File: src/rtl/fpa_pkg.sv
package fpa_pkg;

    typedef enum logic [1:0] {
        RM_NEAR_EVEN = 2'd0,
        RM_TO_ZERO   = 2'd1,
        RM_UP        = 2'd2,
        RM_DOWN      = 2'd3
    } rmode_e;

    typedef struct packed {
        logic invalid;
        logic overflow;
        logic underflow;
        logic inexact;
    } fpa_flags_t;

    // Decide whether the truncated mantissa must be bumped by one ulp.
    function automatic logic rnd_increment(rmode_e m, logic sign, logic lsb,
                                           logic rbit, logic sticky);
        case (m)
            RM_NEAR_EVEN: return rbit & (sticky | lsb);
            RM_TO_ZERO:   return 1'b0;
            RM_UP:        return ~sign & (rbit | sticky);
            default:      return sign & (rbit | sticky);
        endcase
    endfunction

    // On overflow: saturate to infinity or to the largest finite value.
    function automatic logic ovf_to_inf(rmode_e m, logic sign);
        case (m)
            RM_NEAR_EVEN: return 1'b1;
            RM_TO_ZERO:   return 1'b0;
            RM_UP:        return ~sign;
            default:      return sign;
        endcase
    endfunction

endpackage

File: src/rtl/fpa_unpack.sv
module fpa_unpack #(
    parameter int EXP_W  = 5,
    parameter int FRAC_W = 10
) (
    input  logic [EXP_W+FRAC_W:0] op,
    output logic                  sign,
    output logic [EXP_W-1:0]      exp_eff,
    output logic [FRAC_W:0]       mant,
    output logic                  is_inf,
    output logic                  is_nan,
    output logic                  is_snan
);
    logic [EXP_W-1:0]  exp_f;
    logic [FRAC_W-1:0] frac;
    logic              exp_zero;
    logic              exp_ones;

    always_comb begin
        sign     = op[EXP_W+FRAC_W];
        exp_f    = op[FRAC_W +: EXP_W];
        frac     = op[FRAC_W-1:0];
        exp_zero = (exp_f == '0);
        exp_ones = &exp_f;
        // Subnormals share the scale of exponent 1 with no hidden bit.
        exp_eff  = exp_zero ? EXP_W'(1) : exp_f;
        mant     = {~exp_zero, frac};
        is_inf   = exp_ones & (frac == '0);
        is_nan   = exp_ones & (frac != '0);
        is_snan  = is_nan & ~frac[FRAC_W-1];
    end
endmodule

File: src/rtl/fpa_align.sv
module fpa_align #(
    parameter int EXP_W  = 5,
    parameter int FRAC_W = 10
) (
    input  logic [EXP_W+FRAC_W-1:0] a_mag,
    input  logic [EXP_W+FRAC_W-1:0] b_mag,
    input  logic [EXP_W-1:0]        a_exp,
    input  logic [EXP_W-1:0]        b_exp,
    input  logic [FRAC_W:0]         a_mant,
    input  logic [FRAC_W:0]         b_mant,
    input  logic                    a_sign,
    input  logic                    b_sign,
    input  logic                    eff_sub,
    output logic [FRAC_W+4:0]       sum,
    output logic [EXP_W-1:0]        big_exp,
    output logic                    big_sign
);
    localparam int MW  = FRAC_W + 1;
    localparam int PW  = MW + 3;
    localparam int XW  = 2 * MW + 3;
    localparam int SHW = $clog2(MW + 4);

    logic             swap;
    logic [MW-1:0]    big_m, sml_m;
    logic [EXP_W-1:0] sml_exp, diff;
    logic [SHW-1:0]   shamt;
    logic [XW-1:0]    wide;
    logic [PW-1:0]    big_p, sml_p;

    always_comb begin
        swap     = (b_mag > a_mag);
        big_m    = swap ? b_mant : a_mant;
        sml_m    = swap ? a_mant : b_mant;
        big_exp  = swap ? b_exp  : a_exp;
        sml_exp  = swap ? a_exp  : b_exp;
        big_sign = swap ? b_sign : a_sign;
        diff     = big_exp - sml_exp;
        // Past MW+3 places every bit lands in the sticky region anyway.
        shamt    = (int'(diff) > MW + 3) ? SHW'(MW + 3) : SHW'(diff);
        wide     = {sml_m, {(MW + 3){1'b0}}} >> shamt;
        sml_p    = {wide[XW-1 -: MW+2], |wide[MW:0]};
        big_p    = {big_m, 3'b000};
        if (eff_sub)
            sum = {1'b0, big_p} - {1'b0, sml_p};
        else
            sum = {1'b0, big_p} + {1'b0, sml_p};
    end
endmodule

File: src/rtl/fpa_lzc.sv
module fpa_lzc #(
    parameter int W = 14
) (
    input  logic [W-1:0]           v,
    output logic [$clog2(W+1)-1:0] cnt
);
    localparam int CW = $clog2(W + 1);
    logic found;

    always_comb begin
        cnt   = CW'(W);
        found = 1'b0;
        for (int i = W - 1; i >= 0; i--) begin
            if (!found && v[i]) begin
                cnt   = CW'(W - 1 - i);
                found = 1'b1;
            end
        end
    end
endmodule

File: src/rtl/fpa_normround.sv
module fpa_normround
    import fpa_pkg::*;
#(
    parameter int EXP_W  = 5,
    parameter int FRAC_W = 10
) (
    input  logic [FRAC_W+4:0]     sum,
    input  logic [EXP_W-1:0]      big_exp,
    input  logic                  sign,
    input  logic                  zero_sign,
    input  rmode_e                rm,
    output logic [EXP_W+FRAC_W:0] res,
    output logic                  ovf,
    output logic                  unf,
    output logic                  inx
);
    localparam int MW  = FRAC_W + 1;
    localparam int MW1 = MW + 1;
    localparam int PW  = MW + 3;
    localparam int LZW = $clog2(PW + 1);
    localparam int EW1 = EXP_W + 1;
    localparam logic [EW1-1:0] EXP_TOP = EW1'((1 << EXP_W) - 1);

    logic [LZW-1:0]    lz;
    logic              sum_zero;
    logic [PW-1:0]     norm;
    logic [EW1-1:0]    exp_n, exp_r;
    logic [MW-1:0]     mant;
    logic              g_bit, st_bit, inc;
    logic [MW:0]       mr;
    logic [FRAC_W-1:0] frac_r;
    int                lim, sh;

    fpa_lzc #(.W(PW)) u_lzc (
        .v   (sum[PW-1:0]),
        .cnt (lz)
    );

    always_comb begin
        sum_zero = (sum == '0);
        lim      = int'(big_exp) - 1;
        sh       = 0;
        if (sum[PW]) begin
            // Carry out: one place right, the dropped bit joins sticky.
            norm  = {sum[PW:2], sum[1] | sum[0]};
            exp_n = EW1'({1'b0, big_exp}) + EW1'(1);
        end else begin
            // Left shift bounded so the exponent never drops below 1.
            sh    = (int'(lz) < lim) ? int'(lz) : lim;
            norm  = sum[PW-1:0] << sh;
            exp_n = EW1'({1'b0, big_exp}) - EW1'(sh);
        end
        mant   = norm[PW-1:3];
        g_bit  = norm[2];
        st_bit = |norm[1:0];
        inc    = rnd_increment(rm, sign, mant[0], g_bit, st_bit);
        mr     = {1'b0, mant} + MW1'(inc);
        if (mr[MW]) begin
            exp_r  = exp_n + EW1'(1);
            frac_r = '0;
        end else begin
            exp_r  = mr[MW-1] ? exp_n : '0;
            frac_r = mr[FRAC_W-1:0];
        end

        ovf = 1'b0;
        unf = 1'b0;
        inx = 1'b0;
        if (sum_zero) begin
            res = {zero_sign, {(EXP_W + FRAC_W){1'b0}}};
        end else if (exp_r >= EXP_TOP) begin
            ovf = 1'b1;
            inx = 1'b1;
            if (ovf_to_inf(rm, sign))
                res = {sign, {EXP_W{1'b1}}, {FRAC_W{1'b0}}};
            else
                res = {sign, {(EXP_W - 1){1'b1}}, 1'b0, {FRAC_W{1'b1}}};
        end else begin
            res = {sign, exp_r[EXP_W-1:0], frac_r};
            inx = g_bit | st_bit;
            unf = ~norm[PW-1];
        end
    end
endmodule

File: src/rtl/fp_addsub.sv
module fp_addsub
    import fpa_pkg::*;
#(
    parameter int EXP_W  = 5,
    parameter int FRAC_W = 10
) (
    input  logic                  clk,
    input  logic                  rst,
    input  logic [EXP_W+FRAC_W:0] op_a,
    input  logic [EXP_W+FRAC_W:0] op_b,
    input  logic                  op_sub,
    input  logic [1:0]            rnd_mode,
    output logic [EXP_W+FRAC_W:0] result,
    output logic                  flag_invalid,
    output logic                  flag_overflow,
    output logic                  flag_underflow,
    output logic                  flag_inexact
);
    localparam int OPW = EXP_W + FRAC_W + 1;
    localparam logic [OPW-1:0] QNAN =
        {1'b0, {EXP_W{1'b1}}, 1'b1, {(FRAC_W - 1){1'b0}}};
    localparam logic [OPW-2:0] INF_MAG = {{EXP_W{1'b1}}, {FRAC_W{1'b0}}};

    logic [OPW-1:0]    ops    [2];
    logic              u_sign [2];
    logic [EXP_W-1:0]  u_exp  [2];
    logic [FRAC_W:0]   u_mant [2];
    logic              u_inf  [2];
    logic              u_nan  [2];
    logic              u_snan [2];

    assign ops[0] = op_a;
    assign ops[1] = op_b;

    for (genvar i = 0; i < 2; i++) begin : g_unpack
        fpa_unpack #(.EXP_W(EXP_W), .FRAC_W(FRAC_W)) u_unpack (
            .op      (ops[i]),
            .sign    (u_sign[i]),
            .exp_eff (u_exp[i]),
            .mant    (u_mant[i]),
            .is_inf  (u_inf[i]),
            .is_nan  (u_nan[i]),
            .is_snan (u_snan[i])
        );
    end

    rmode_e rm;
    logic   a_s, b_s, eff_sub, zero_sign;

    always_comb begin
        rm        = rmode_e'(rnd_mode);
        a_s       = u_sign[0];
        b_s       = u_sign[1] ^ op_sub;
        eff_sub   = a_s ^ b_s;
        zero_sign = (a_s & b_s) | (eff_sub & (rm == RM_DOWN));
    end

    logic [FRAC_W+4:0] sum;
    logic [EXP_W-1:0]  big_exp;
    logic              big_sign;

    fpa_align #(.EXP_W(EXP_W), .FRAC_W(FRAC_W)) u_align (
        .a_mag    (op_a[OPW-2:0]),
        .b_mag    (op_b[OPW-2:0]),
        .a_exp    (u_exp[0]),
        .b_exp    (u_exp[1]),
        .a_mant   (u_mant[0]),
        .b_mant   (u_mant[1]),
        .a_sign   (a_s),
        .b_sign   (b_s),
        .eff_sub  (eff_sub),
        .sum      (sum),
        .big_exp  (big_exp),
        .big_sign (big_sign)
    );

    logic [OPW-1:0] path_res;
    logic           path_ovf, path_unf, path_inx;

    fpa_normround #(.EXP_W(EXP_W), .FRAC_W(FRAC_W)) u_normround (
        .sum       (sum),
        .big_exp   (big_exp),
        .sign      (big_sign),
        .zero_sign (zero_sign),
        .rm        (rm),
        .res       (path_res),
        .ovf       (path_ovf),
        .unf       (path_unf),
        .inx       (path_inx)
    );

    logic [OPW-1:0] res_d, res_q;
    fpa_flags_t     flg_d, flg_q;

    always_comb begin
        res_d = path_res;
        flg_d = '0;
        flg_d.overflow  = path_ovf;
        flg_d.underflow = path_unf;
        flg_d.inexact   = path_inx;
        if (u_nan[0] | u_nan[1]) begin
            res_d = QNAN;
            flg_d = '0;
            flg_d.invalid = u_snan[0] | u_snan[1];
        end else if (u_inf[0] & u_inf[1] & eff_sub) begin
            res_d = QNAN;
            flg_d = '0;
            flg_d.invalid = 1'b1;
        end else if (u_inf[0]) begin
            res_d = {a_s, INF_MAG};
            flg_d = '0;
        end else if (u_inf[1]) begin
            res_d = {b_s, INF_MAG};
            flg_d = '0;
        end
    end

    always_ff @(posedge clk) begin
        if (rst) begin
            res_q <= '0;
            flg_q <= '0;
        end else begin
            res_q <= res_d;
            flg_q <= flg_d;
        end
    end

    assign result         = res_q;
    assign flag_invalid   = flg_q.invalid;
    assign flag_overflow  = flg_q.overflow;
    assign flag_underflow = flg_q.underflow;
    assign flag_inexact   = flg_q.inexact;

    // an overflowed result is never exact
    a_r6_ovf_inexact: assert property (@(posedge clk) disable iff (rst)
        flag_overflow |-> flag_inexact);

    // underflow only accompanies a nonzero subnormal encoding
    a_r5_unf_subnormal: assert property (@(posedge clk) disable iff (rst)
        flag_underflow |-> (result[FRAC_W +: EXP_W] == '0 &&
                            result[FRAC_W-1:0] != '0 && !flag_overflow));

    // any NaN on the output is the canonical quiet NaN
    a_r7_nan_canonical: assert property (@(posedge clk) disable iff (rst)
        (&result[FRAC_W +: EXP_W] && result[FRAC_W-1:0] != '0) |-> result == QNAN);

    // a NaN operand produces the canonical NaN one edge later
    a_r7_nan_propagates: assert property (@(posedge clk) disable iff (rst)
        (u_nan[0] | u_nan[1]) |=> result == QNAN);

    // invalid is only ever reported with a NaN result
    a_r8_invalid_nan: assert property (@(posedge clk) disable iff (rst)
        flag_invalid |-> result == QNAN);

    // outputs follow inputs with one register stage
    a_r12_one_stage: assert property (@(posedge clk) disable iff (rst)
        (u_inf[0] && !u_nan[1] && !u_inf[1]) |=> result == {$past(a_s), INF_MAG});
endmodule

File: config.mk
export PLATFORM = sky130hd
export DESIGN_NAME = fp_addsub
export DESIGN_NICKNAME = d
export VERILOG_FILES = /design/src/rtl/fpa_pkg.sv /design/src/rtl/fpa_unpack.sv /design/src/rtl/fpa_align.sv /design/src/rtl/fpa_lzc.sv /design/src/rtl/fpa_normround.sv /design/src/rtl/fp_addsub.sv
export SDC_FILE = /design/constraint.sdc
export NUM_CORES = 1
export LEC_CHECK = 0
export ABC_AREA = 1
export BUFFER_PORTS_ARGS = -buffer_cell sky130_fd_sc_hd__buf_2
export CORE_MARGIN = 1.5
export CORE_UTILIZATION = 43
export CTS_BUF_LIST = sky130_fd_sc_hd__clkbuf_4 sky130_fd_sc_hd__clkbuf_8 sky130_fd_sc_hd__clkbuf_16
export DETAILED_ROUTE_END_ITERATION = 7
export PLACE_DENSITY = 0.64
export SLEW_MARGIN = 30
export SYNTH_ARGS = -nofsm -noshare
export SYNTH_HDL_FRONTEND = slang
export SYNTH_SLANG_ARGS = --single-unit
File: constraint.sdc
create_clock -name clk -period 12.3 [get_ports clk]
set_clock_uncertainty 0.2 [all_clocks]
set_input_delay 0.615 -clock clk [delete_from_list [all_inputs] [get_ports clk]]
set_output_delay 0.615 -clock clk [all_outputs]
set_load 0.05 [all_outputs]
Word-level counts from Yosys, hierarchy flattened
Cells that the tools add are included.
{"block": "totals", "latchBits": 0, "register_bits": 20, "ramBits": 0, "in_bits": 37, "n_memories": 0, "rom_bits": 0}
{"block": "classes", "n_div": 0, "shifts": 2, "n_eq_ne": 3, "magnitude_cmp": 4, "n_mux": 63, "n_reduce_logical": 41, "add_sub_neg": 8, "multipliers": 0, "bitwise_logic": 27}
{"operator": "two-way mux 4 bit", "n": 17}
{"operator": "two-way mux 15 bit", "n": 4}
{"operator": "two-way mux 16 bit", "n": 3}
{"operator": "two-way mux 11 bit", "n": 3}
{"operator": "< comparator 5 x 32 -> 1 bit", "n": 1}
{"operator": "two-way mux 32 bit", "n": 1}
{"operator": "left shift 14 x 32 -> 14 bit", "n": 1}
{"operator": "right shift 25 x 4 -> 25 bit", "n": 1}
{"operator": "two-way mux 1 bit", "n": 22}
{"operator": "logical NOT 10 bit", "n": 2}
{"operator": "two-way mux 5 bit", "n": 4}
{"operator": "nonzero test 10 bit", "n": 2}
{"operator": "two-way mux 6 bit", "n": 3}
{"operator": "adder 14 x 14 -> 15 bit", "n": 1}
{"operator": "greater-than comparator 15 bit", "n": 1}
{"operator": "logical NOT 15 bit", "n": 1}
{"operator": "subtractor 14 x 14 -> 15 bit", "n": 1}
{"operator": "two-way mux 14 bit", "n": 1}
{"operator": "bitwise AND 1 bit", "n": 13}
{"operator": "logical AND 1 bit", "n": 13}
{"operator": "logical NOT 1 bit", "n": 13}
{"operator": "adder 11 x 1 -> 12 bit", "n": 1}
{"operator": "OR reduction 12 bit", "n": 1}
{"operator": "logical NOT 5 bit", "n": 2}
{"operator": "other kinds (21)", "n": 36}

Depth between registers and ports, before layout
Gate-level depths: netlist of run 1.
{"block": "depth", "depth_word": 71, "mapped_depth": 89, "ltp_nobuf": 87}

Modules after synthesis
Synthesis of run 1 repeated with hierarchy kept, for this count alone.
{"block": "hier_totals", "hier_cells": 1197, "hier_area_um2": 6545.0}
{"mod": "fpa_align", "cells_per_inst": 569, "seq_area_each_um2": 0.0, "area_each_um2": 3016.6, "n_inst": 1}
{"mod": "fpa_normround", "cells_per_inst": 435, "seq_area_each_um2": 0.0, "area_each_um2": 2164.6, "n_inst": 1}
{"mod": "fp_addsub", "cells_per_inst": 87, "seq_area_each_um2": 400.4, "area_each_um2": 773.2, "n_inst": 1}
{"mod": "fpa_unpack", "cells_per_inst": 34, "seq_area_each_um2": 0.0, "area_each_um2": 187.7, "n_inst": 2}
{"mod": "fpa_lzc", "cells_per_inst": 38, "seq_area_each_um2": 0.0, "area_each_um2": 215.2, "n_inst": 1}

Worst setup path after synthesis of run 1
No wires, ideal clock.
{"block": "synth_path", "kind": "input port to flip-flop", "startpoint": "in op_a[14]", "endpoint": "reg res_q[10] (netlist: result[10])", "path_buffers": 6, "slack_ps": 1944, "path_stages": 77, "arrival_ps": 10020, "cell_sequence": "inv_1 -> ha_1 -> nand2_1 -> nor2_2 -> inv_2 -> nor2_4 -> nand4_4 -> nand2_4 -> buf_6 -> clkbuf_1 -> o21ai_0 -> fa_1 -> inv_2 -> nand3_1 -> nand3_1 -> nand2_2 -> nand2_4 -> nand2_1 -> [... 41 more ...] -> nor2_1 -> o31ai_1 -> ha_1 -> ha_1 -> nand4_2 -> nor2_4 -> nand2_1 -> nand2_1 -> nand3_1 -> nand2_1 -> nand2_1 -> nor2_2 -> nand3_2 -> nand2_4 -> nand2_2 -> buf_6 -> nand2_1 -> a21oi_1"}
{"block": "synth_via", "elab_chain_cells": 68, "word_cells_on_any_way": 109, "classes_between": "add/sub: 8; order compare: 4; shift: 2; mux: 51; bitwise: 13; reduce/logical: 31"}
{"item": "from (decl)", "line": "fp_addsub.sv:9", "text": "input logic [EXP_W+FRAC_W:0] op_a,"}
{"item": "branches (longest 67 deep; another with greater-than comparator 15 bit)"}
{"item": "two-way mux 15 bit *", "line": "fp_addsub.sv:101", "text": "if (u_nan[0] | u_nan[1]) begin"}
{"item": "to (signal assigned)", "line": "fp_addsub.sv:123", "text": "res_q <= res_d;"}
{"item": "to (decl)", "line": "fp_addsub.sv:92", "text": "logic [OPW-1:0] res_d, res_q;"}
Every way passes the cells marked *. The select of a mux whose other input is x is not followed.
A chain may end at the register's enable or synchronous reset.

Worst setup path in the final report of run 1
{"block": "layout_path", "startpoint": "in op_a[14]", "endpoint": "reg res_q[9] (netlist: result[9])"}
The elaborated chain is that of the path after synthesis.

==> results by group, run 1 <==
CTS
  • CTS Buf Count: 3
  • CTS max path bufs: 2
  • Reg clk slew, reported paths: 0.05 ns
  • Clock root cell: clkbuf_16
  • H-tree level count: 1
  • CTS tree: yes
  • Clock sink count: 20

Min path
  • Worst Hold Class: in2reg
  • Worst Hold Depth: 2
  • Hold worst-path end: result[12]$_SDFF_PP0_
  • Min-Delay Startpoint: rst

Route
  • Drt pass-1 iters: 6
  • Remaining DRCs: 0
  • Drt via density: 5.48
  • Wirelength per Cell: 14.1 µm
  • Via count: 6667
  • Detail Route Antenna Nets: 0
  • DRT iter0 DRCs: 544
  • WL final: 17100 µm

Final layout
  • Final non-filler cell total: 1216
  • Fin nets: 1141
  • N_diodes: 0
  • Post-route cell area: 0.00643 mm²
  • Fraction of layout cells with a size suffix above 1: 0.170
  • Synth-to-Final Area Change: 12.5%
  • Final core utilization: 0.504
  • Fill count: 1370

Logic synthesis
  • Synthesized area: 0.00572 mm²
  • Yosys top cell by area: nand3_1
  • Mapped Cells: 986
  • Synth Flop Type: dfxtp_1
  • Post-synth top area share: 0.158
  • Synth Net Count: 1082
  • Seq/Total Area, Yosys: 0.0700
  • Distinct cells, synth: 53
  • Most common cell in the netlist: nand2_1
  • Avg Synthesized Cell Area: 5.80 µm²
  • Post-synth EDFFs: 0
  • Seq cells post-synth: 20
  • Asr flop ratio synth: 0
  • Top post-synthesis cells by count: nand2_1 (241), nand3_1 (181), inv_1 (122)
  • Top cells by area, synth: nand3_1 (16%), nand2_1 (16%), ha_1 (12%)
  • Synth warn: 0

Timing
  • Final Hold Vio Count: 0
  • Worst-Margin Slew: 0.756 ns
  • Max frequency: 88.7 MHz
  • Final worst setup slack: 1.02 ns
  • Hold slack: 0.385 ns
  • Setup violators final: 0
  • Max Transition Viols Final: 0
  • Worst slew margin relative to its limit: 0.490
  • Tmin final: 11.28 ns
  • Crit share post-route: 0.917
  • Total negative setup slack: 0 ns

Setup path
  • Arrival time worst endpoint: 11.26 ns
  • Buf+Inv Stages, Crit Path: 11
  • Req. time, crit path: 12.28 ns
  • Crit-path leading delay family: simple AND/OR/NAND/NOR gates
  • Critical path endpoint category: register
  • CP max stage delay: 0.41 ns
  • Slowest CP cell: fa_2
  • Max Fanout on Critical Path: 15
  • Crit Path Category: in2reg
  • CP startpoint kind: primary input
  • Most used cell, CP: nand2_1

Placement
  • Final HPWL from detailed placement: 14200 µm
  • Placed instance count: 1195
  • Area post-placement: 0.00610 mm²
  • IO Port Bufs: 56
  • GP Congestion: 0.925
  • Worst slack, placed: 0.0912 ns

Floorplan
  • Die width: 118 µm
  • Starting Density: 0.448
  • Die Height: 118 µm
  • Die area: 0.0140 mm²
  • Rows: 41
  • # IOs: 57
  • Core area: 0.0128 mm²

Flow run
  • Max Cap Viol: 0

Global route
  • Antenna violations before repair: 0
  • Largest net degree at the start of global routing: 26
  • GR Overflow Total: 0
  • Vias in the first global route: 5923
  • First-pass GRT wire length: 27500 µm
  • Total GRT Usage: 0.233

Power
  • Pwr per Cell Area: 314 mW/mm²
  • Design Power: 2.02 mW
  • VDD IR max: 0.000120 V
  • Leakage power: 3.39 nW

Outcome
  • Outcome: complete, no violations
[placed cells by master, fill, tap and decap left out, types with 3 or more instances in the layout]
cell type	instances
nand4_1	12
inv_2	7
and2_1	4
a21oi_1	47
nor2_1	67
buf_4	23
a21oi_2	11
o31ai_1	4
o22ai_1	5
o21a_1	3
nor2_2	5
nand2_8	3
nor4_1	4
nor3_1	14
buf_2	56
xnor2_1	3
nand3_1	181
o211ai_1	3
clkbuf_16	3
dfxtp_1	20
inv_1	122
nand2_1	240
o21ai_1	8
ha_1	54
a31oi_1	6
nand2_2	22
nand3b_1	5
xor2_1	15
nand2_4	9
o21ai_0	34
nand3_2	8
nor2_4	7
[repair_timing]
item / in CTS / in global routing
endpoints found under the setup margin: 0 / 18
hold buffers: 0 / 0
resized for setup: 0 / 21
hold endpoints to repair: 0 / 0
setup buffers: 0 / 16
[logic make-up (layout without fill, tap and decap cells)]
group / after synthesis / in the layout / share of synthesized area
AND/OR/NAND/NOR: 590 / 591 / 0.493
buffers and inverters: 158 / 215 / 0.116
AO/OA/AOI/OAI: 135 / 135 / 0.145
adder cells (fa/ha/maj): 59 / 59 / 0.133
XOR/XNOR: 21 / 21 / 0.0368
flip-flops: 20 / 20 / 0.0700
multiplexers: 3 / 3 / 0.00613
[layer usage]
metal / part of all wire / vias up / GRT usage
met5: 0 / - / 0
met2: 0.48 / 226 / 0.413
li1: - / 3400 / -
met1: 0.44 / 2999 / 0.295
met3: 0.056 / 42 / 0.0232
met4: 0.029 / 0 / 0.0709
[flip-flops by register name, summed over array words and instances (netlist names)]
signal          count
flag_inexact        1
flag_invalid        1
result             16
flag_overflow       1
flag_underflow      1
[layout make-up]
| cell class | count | area, µm² | share of cell area |
|---|---|---|---|
| multi-input combinational | 809 | 4760 | 0.739 |
| tap | 172 | 215 | 0.0334 |
| clock inverter | 1 | 30.0 | 0.00467 |
| sequential | 20 | 400 | 0.0622 |
| inverter | 131 | 499 | 0.0776 |
| timing repair buffer | 80 | 458 | 0.0712 |
| clock buffer | 3 | 75.1 | 0.0117 |
[where the power goes]
| part | leakage [nW] | internal, mW | total (mW) | switching (mW) |
|---|---|---|---|---|
| registers | 0.166 | 0.0932 | 0.0974 | 0.00424 |
| logic | 3.17 | 0.600 | 1.84 | 1.24 |
| clock network | 0.0511 | 0.0645 | 0.0877 | 0.0232 |
[how the worst max path moves through the flow]
stage / startpoint / to / cells after the start
floorplan: op_a[14] / result[10]$_SDFF_PP0_ / 77
global placement: op_a[14] / result[10]$_SDFF_PP0_ / 78
detailed placement: op_a[14] / result[9]$_SDFF_PP0_ / 79
CTS: op_a[14] / result[10]$_SDFF_PP0_ / 78
global route: op_a[14] / result[9]$_SDFF_PP0_ / 83
finish: op_a[14] / result[9]$_SDFF_PP0_ / 86
No activity file was read; power rests on OpenSTA's default activity.
==> inputs of run 2 (changes only) <==
--- a/config.mk
+++ b/config.mk
@@ -6,13 +6,13 @@
 export NUM_CORES = 1
 export LEC_CHECK = 0
 export ABC_AREA = 1
-export BUFFER_PORTS_ARGS = -buffer_cell sky130_fd_sc_hd__buf_2
+export BUFFER_PORTS_ARGS = -buffer_cell sky130_fd_sc_hd__clkbuf_2
 export CORE_MARGIN = 1.5
 export CORE_UTILIZATION = 43
 export CTS_BUF_LIST = sky130_fd_sc_hd__clkbuf_4 sky130_fd_sc_hd__clkbuf_8 sky130_fd_sc_hd__clkbuf_16
 export DETAILED_ROUTE_END_ITERATION = 7
 export PLACE_DENSITY = 0.64
-export SLEW_MARGIN = 30
+export SLEW_MARGIN = 20
 export SYNTH_ARGS = -nofsm -noshare
 export SYNTH_HDL_FRONTEND = slang
 export SYNTH_SLANG_ARGS = --single-unit
==> results by group, run 2 (synthesis results as in run 1) <==
Final layout
  • Most frequent cells in the layout: nand2_1 (241), nand3_1 (181), inv_1 (122), nor2_1 (67), clkbuf_2 (56)
  • Final non-filler cell total: 1213
  • Fin nets: 1138
  • Post-route cell area: 0.00643 mm²
  • N_diodes: 0
  • Synth-to-Final Area Change: 12.4%
  • Fraction of layout cells with a size suffix above 1: 0.168
  • Most common cell after layout, fill and taps aside: nand2_1
  • Largest register FFs: 16

Timing
  • Worst-Margin Slew: 0.734 ns
  • Crit share post-route: 0.920
  • Setup violators final: 0
  • Worst slew margin relative to its limit: 0.510
  • Max frequency: 88.3 MHz
  • Max Transition Viols Final: 0
  • Final Hold Vio Count: 0
  • Tmin final: 11.32 ns

Setup path
  • CP startpoint kind: primary input
  • Arrival time worst endpoint: 11.29 ns
  • Critical path endpoint category: register
  • Crit Path Category: in2reg
  • CP max stage delay: 0.41 ns
  • Req. time, crit path: 12.27 ns
  • Slowest CP cell: fa_2
  • Max Fanout on Critical Path: 16
  • Most used cell, CP: nand2_1

Floorplan
  • # IOs: 57
  • Die area: 0.0140 mm²
  • Rows: 41
  • Starting Density: 0.448
  • Die width: 118 µm
  • Core area: 0.0128 mm²
  • Die Height: 118 µm

CTS
  • H-tree level count: 1
  • CTS Buf Count: 3
  • CTS max path bufs: 2
  • Reg clk slew, reported paths: 0.05 ns
  • Hold-fix buffers, CTS: 0
  • Clock root cell: clkbuf_16
  • Clock sink count: 20
  • CTS tree: yes

Flow run
  • Max Cap Viol: 0

Min path
  • Worst Hold Class: in2reg

Power
  • Leakage power: 3.37 nW
  • Pwr per Cell Area: 316 mW/mm²
  • VDD IR max: 0.000166 V

Global route
  • GR Overflow Total: 0
  • Vias in the first global route: 5778
  • Largest net degree at the start of global routing: 26
  • Antenna violations before repair: 0
  • Total GRT Usage: 0.227
  • First-pass GRT wire length: 26800 µm

Placement
  • IO Port Bufs: 56
  • GP Congestion: 0.942
  • Placed instance count: 1196
  • Area post-placement: 0.00611 mm²
  • Final HPWL from detailed placement: 14200 µm

Route
  • Detail Route Antenna Nets: 0
  • Via count: 6689
  • Wirelength per Cell: 14.3 µm
  • DRT iter0 DRCs: 634
  • Drt via density: 5.51
  • Remaining DRCs: 0
  • WL final: 17300 µm
  • Drt pass-1 iters: 7

Outcome
  • Outcome: complete, no violations
run 2: worst paths after layout:
check | start | endpoint | slack (ns) | cells after the start
worst max-delay path | op_a[14] | result[3]$_SDFF_PP0_ | 0.98 | 78
worst min-delay path | rst | result[9]$_SDFF_PP0_ | 0.42 | 2
run 2: critical path, delay by kind of cell:
family | cells | cell delay [ns]
compound gates | 11 | 1.53
fa+ha+maj | 8 | 2.38
buf+inv | 10 | 0.98
simple gates | 49 | 5.77
run 2: layout make-up:
type	instances	area, µm²
clock buffer	3	75.1
clock inverter	1	30.0
fill	1409	6350
inverter	131	497
multi-input combinational	811	4790
sequential	20	400
tap	172	215
timing repair buffer	75	423
run 2: repair_timing:
item,4_1_cts,5_1_grt
endpoints found under the hold margin,0,0
gates resized for setup,0,21
buffers inserted,0,10
setup endpoints to repair,0,18
run 2: power breakdown:
part | leakage, nW | total [mW] | internal, mW | switching, mW
combinational | 3.15 | 1.84 | 0.597 | 1.25
sequential | 0.166 | 0.0984 | 0.0934 | 0.00508
clock | 0.0511 | 0.0864 | 0.0644 | 0.0220
run 2: metrics by stage:
stage	setup WS [ns]	TNS (ns)	util	total power [mW]	hold slack, ns
CTS	0.330	0	0.487	1.97	0.407
global route	-0.0180	-0.0342	0.503	2.23	0.414
detailed placement	0.120	0	0.478	1.87	0.667
floorplan	1.94	0	-	1.52	0.484
finish	0.980	0	0.503	2.03	0.416
global placement	0.290	0	0.478	1.88	0.663
run 2: routing by layer:
metal,share of wire,routed length [µm],vias up,track usage
li1,-,-,3402,-
met1,0.45,7710,3019,0.300
met2,0.48,8350,227,0.395
met3,0.046,805,41,0.0145
met4,0.027,463,0,0.0678
met5,0,0,-,0
==> inputs of run 3 (changes only) <==
--- a/config.mk
+++ b/config.mk
@@ -8,10 +8,10 @@
 export ABC_AREA = 1
 export BUFFER_PORTS_ARGS = -buffer_cell sky130_fd_sc_hd__clkbuf_2
 export CORE_MARGIN = 1.5
-export CORE_UTILIZATION = 43
+export CORE_UTILIZATION = 56
 export CTS_BUF_LIST = sky130_fd_sc_hd__clkbuf_4 sky130_fd_sc_hd__clkbuf_8 sky130_fd_sc_hd__clkbuf_16
 export DETAILED_ROUTE_END_ITERATION = 7
-export PLACE_DENSITY = 0.64
+export PLACE_DENSITY = 0.79
 export SLEW_MARGIN = 20
 export SYNTH_ARGS = -nofsm -noshare
 export SYNTH_HDL_FRONTEND = slang
==> results by group, run 3 (synthesis results as in run 1) <==
Timing
  • Final Hold Vio Count: 0
  • Setup violators final: 0
  • Tmin final: 11.45 ns
  • Max frequency: 87.3 MHz
  • Final worst setup slack: 0.848 ns
  • Crit share post-route: 0.931
  • Worst-Margin Slew: 0.710 ns
  • Worst slew margin relative to its limit: 0.527
  • Max Transition Viols Final: 0

CTS
  • CTS Buf Count: 3
  • CTS tree: yes
  • Clock root cell: clkbuf_8
  • H-tree level count: 1
  • Reg clk slew, reported paths: 0.07 ns
  • Clock sink count: 20
  • CTS max path bufs: 2
  • Hold-fix buffers, CTS: 0

Route
  • Wirelength per Cell: 14.0 µm
  • Drt via density: 5.67
  • DRT iter0 DRCs: 495
  • WL final: 16400 µm
  • Drt pass-1 iters: 6
  • Via count: 6625
  • Remaining DRCs: 0
  • Detail Route Antenna Nets: 0

Final layout
  • Fin nets: 1133
  • Most frequent cells in the layout: nand2_1 (241), nand3_1 (181), inv_1 (122), nor2_1 (66), clkbuf_2 (57)
  • Largest register FFs: 16
  • Final non-filler cell total: 1169
  • Synth-to-Final Area Change: 10.3%
  • Fill count: 990
  • Fraction of layout cells with a size suffix above 1: 0.164
  • N_diodes: 0
  • Final core utilization: 0.642
  • Most common cell after layout, fill and taps aside: nand2_1
  • Post-route cell area: 0.00631 mm²

Setup path
  • CP max stage delay: 0.45 ns
  • Worst setup path startpoint: op_a[14]
  • Crit Path Category: in2reg
  • Req. time, crit path: 12.27 ns
  • Max Fanout on Critical Path: 17
  • CP startpoint kind: primary input
  • Critical path endpoint category: register
  • Arrival time worst endpoint: 11.42 ns
  • Slowest CP cell: ha_1
  • Most used cell, CP: nand2_1

Global route
  • GR Overflow Total: 0
  • Largest net degree at the start of global routing: 38
  • First-pass GRT wire length: 26500 µm
  • Antenna violations before repair: 0
  • Vias in the first global route: 5911
  • Total GRT Usage: 0.286

Placement
  • IO Port Bufs: 56
  • GP Congestion: 0.942
  • Worst slack, placed: 0.143 ns
  • Area post-placement: 0.00603 mm²
  • Placed instance count: 1152
  • Final HPWL from detailed placement: 13200 µm

Floorplan
  • Die area: 0.0108 mm²
  • Core area: 0.00982 mm²
  • Starting Density: 0.582
  • Die Height: 104 µm
  • Rows: 36
  • # IOs: 57
  • Die width: 104 µm

Power
  • Design Power: 2.01 mW
  • Leakage power: 3.34 nW
  • VDD IR max: 0.000215 V
  • Pwr per Cell Area: 318 mW/mm²

Min path
  • Min-Delay Startpoint: rst
  • Worst Hold Class: in2reg
  • Worst Hold Depth: 2
  • Hold worst-path end: result[9]$_SDFF_PP0_

Outcome
  • Outcome: complete, no violations

Flow run
  • Max Cap Viol: 0
[run 3: cell types whose count changed in the layout (fill, tap and decap cells not counted), moves of 2 or more]
cell / delta
buf_4: -4
clkbuf_16: -3
clkbuf_8: +3
a21oi_2: -2
[run 3: critical path, delay by kind of cell]
kind                       cells  cell delay (ns)
buffers and inverters         10             1.06
adders and majority gates      7             2.37
muxes                          1             0.26
AOI/OAI and AO/OA             14             2.17
and+or+nand+nor               38             4.41
xor gates and xnor gates       3             0.54
[run 3: worst max path at each step]
stage               slack, ns                    end  cells past startpoint
CTS                      0.23   result[9]$_SDFF_PP0_                     78
floorplan                1.94  result[10]$_SDFF_PP0_                     77
finish                   0.85   result[3]$_SDFF_PP0_                     73
global placement         0.36   result[9]$_SDFF_PP0_                     77
global route            -0.12   result[9]$_SDFF_PP0_                     85
detailed placement       0.14   result[9]$_SDFF_PP0_                     78
[run 3: power breakdown]
part | internal, mW | switching (mW)
Sequential | 0.0932 | 0.00546
Combinational | 0.594 | 1.25
Clock | 0.0434 | 0.0212
Total | 0.730 | 1.28
[run 3: repair_timing]
action | in CTS | in global routing
resized for setup | 0 | 24
setup buffers | 0 | 12
setup endpoints to repair | 0 | 18
[run 3: layout make-up]
| class | count | area [µm²] | area share |
|---|---|---|---|
| multi-input combinational | 809 | 4770 | 0.756 |
| tap | 133 | 166 | 0.0264 |
| clock buffer | 3 | 41.3 | 0.00655 |
| inverter | 131 | 502 | 0.0796 |
| clock inverter | 1 | 30.0 | 0.00476 |
| timing repair buffer | 72 | 398 | 0.0631 |
| sequential | 20 | 400 | 0.0635 |
[run 3: metal layers]
metal / GRT usage / vias up / routed length [µm]
met5: 0 / - / 0
li1: - / 3395 / -
met1: 0.360 / 2892 / 6880
met3: 0.0263 / 61 / 996
met4: 0.111 / 0 / 601
met2: 0.503 / 277 / 7870
[run 3: stage by stage]
step / hold slack, ns / TNS, ns
global route: 0.392 / -0.413
detailed placement: 0.664 / 0
floorplan: 0.484 / 0
finish: 0.385 / 0
CTS: 0.383 / 0
global placement: 0.661 / 0
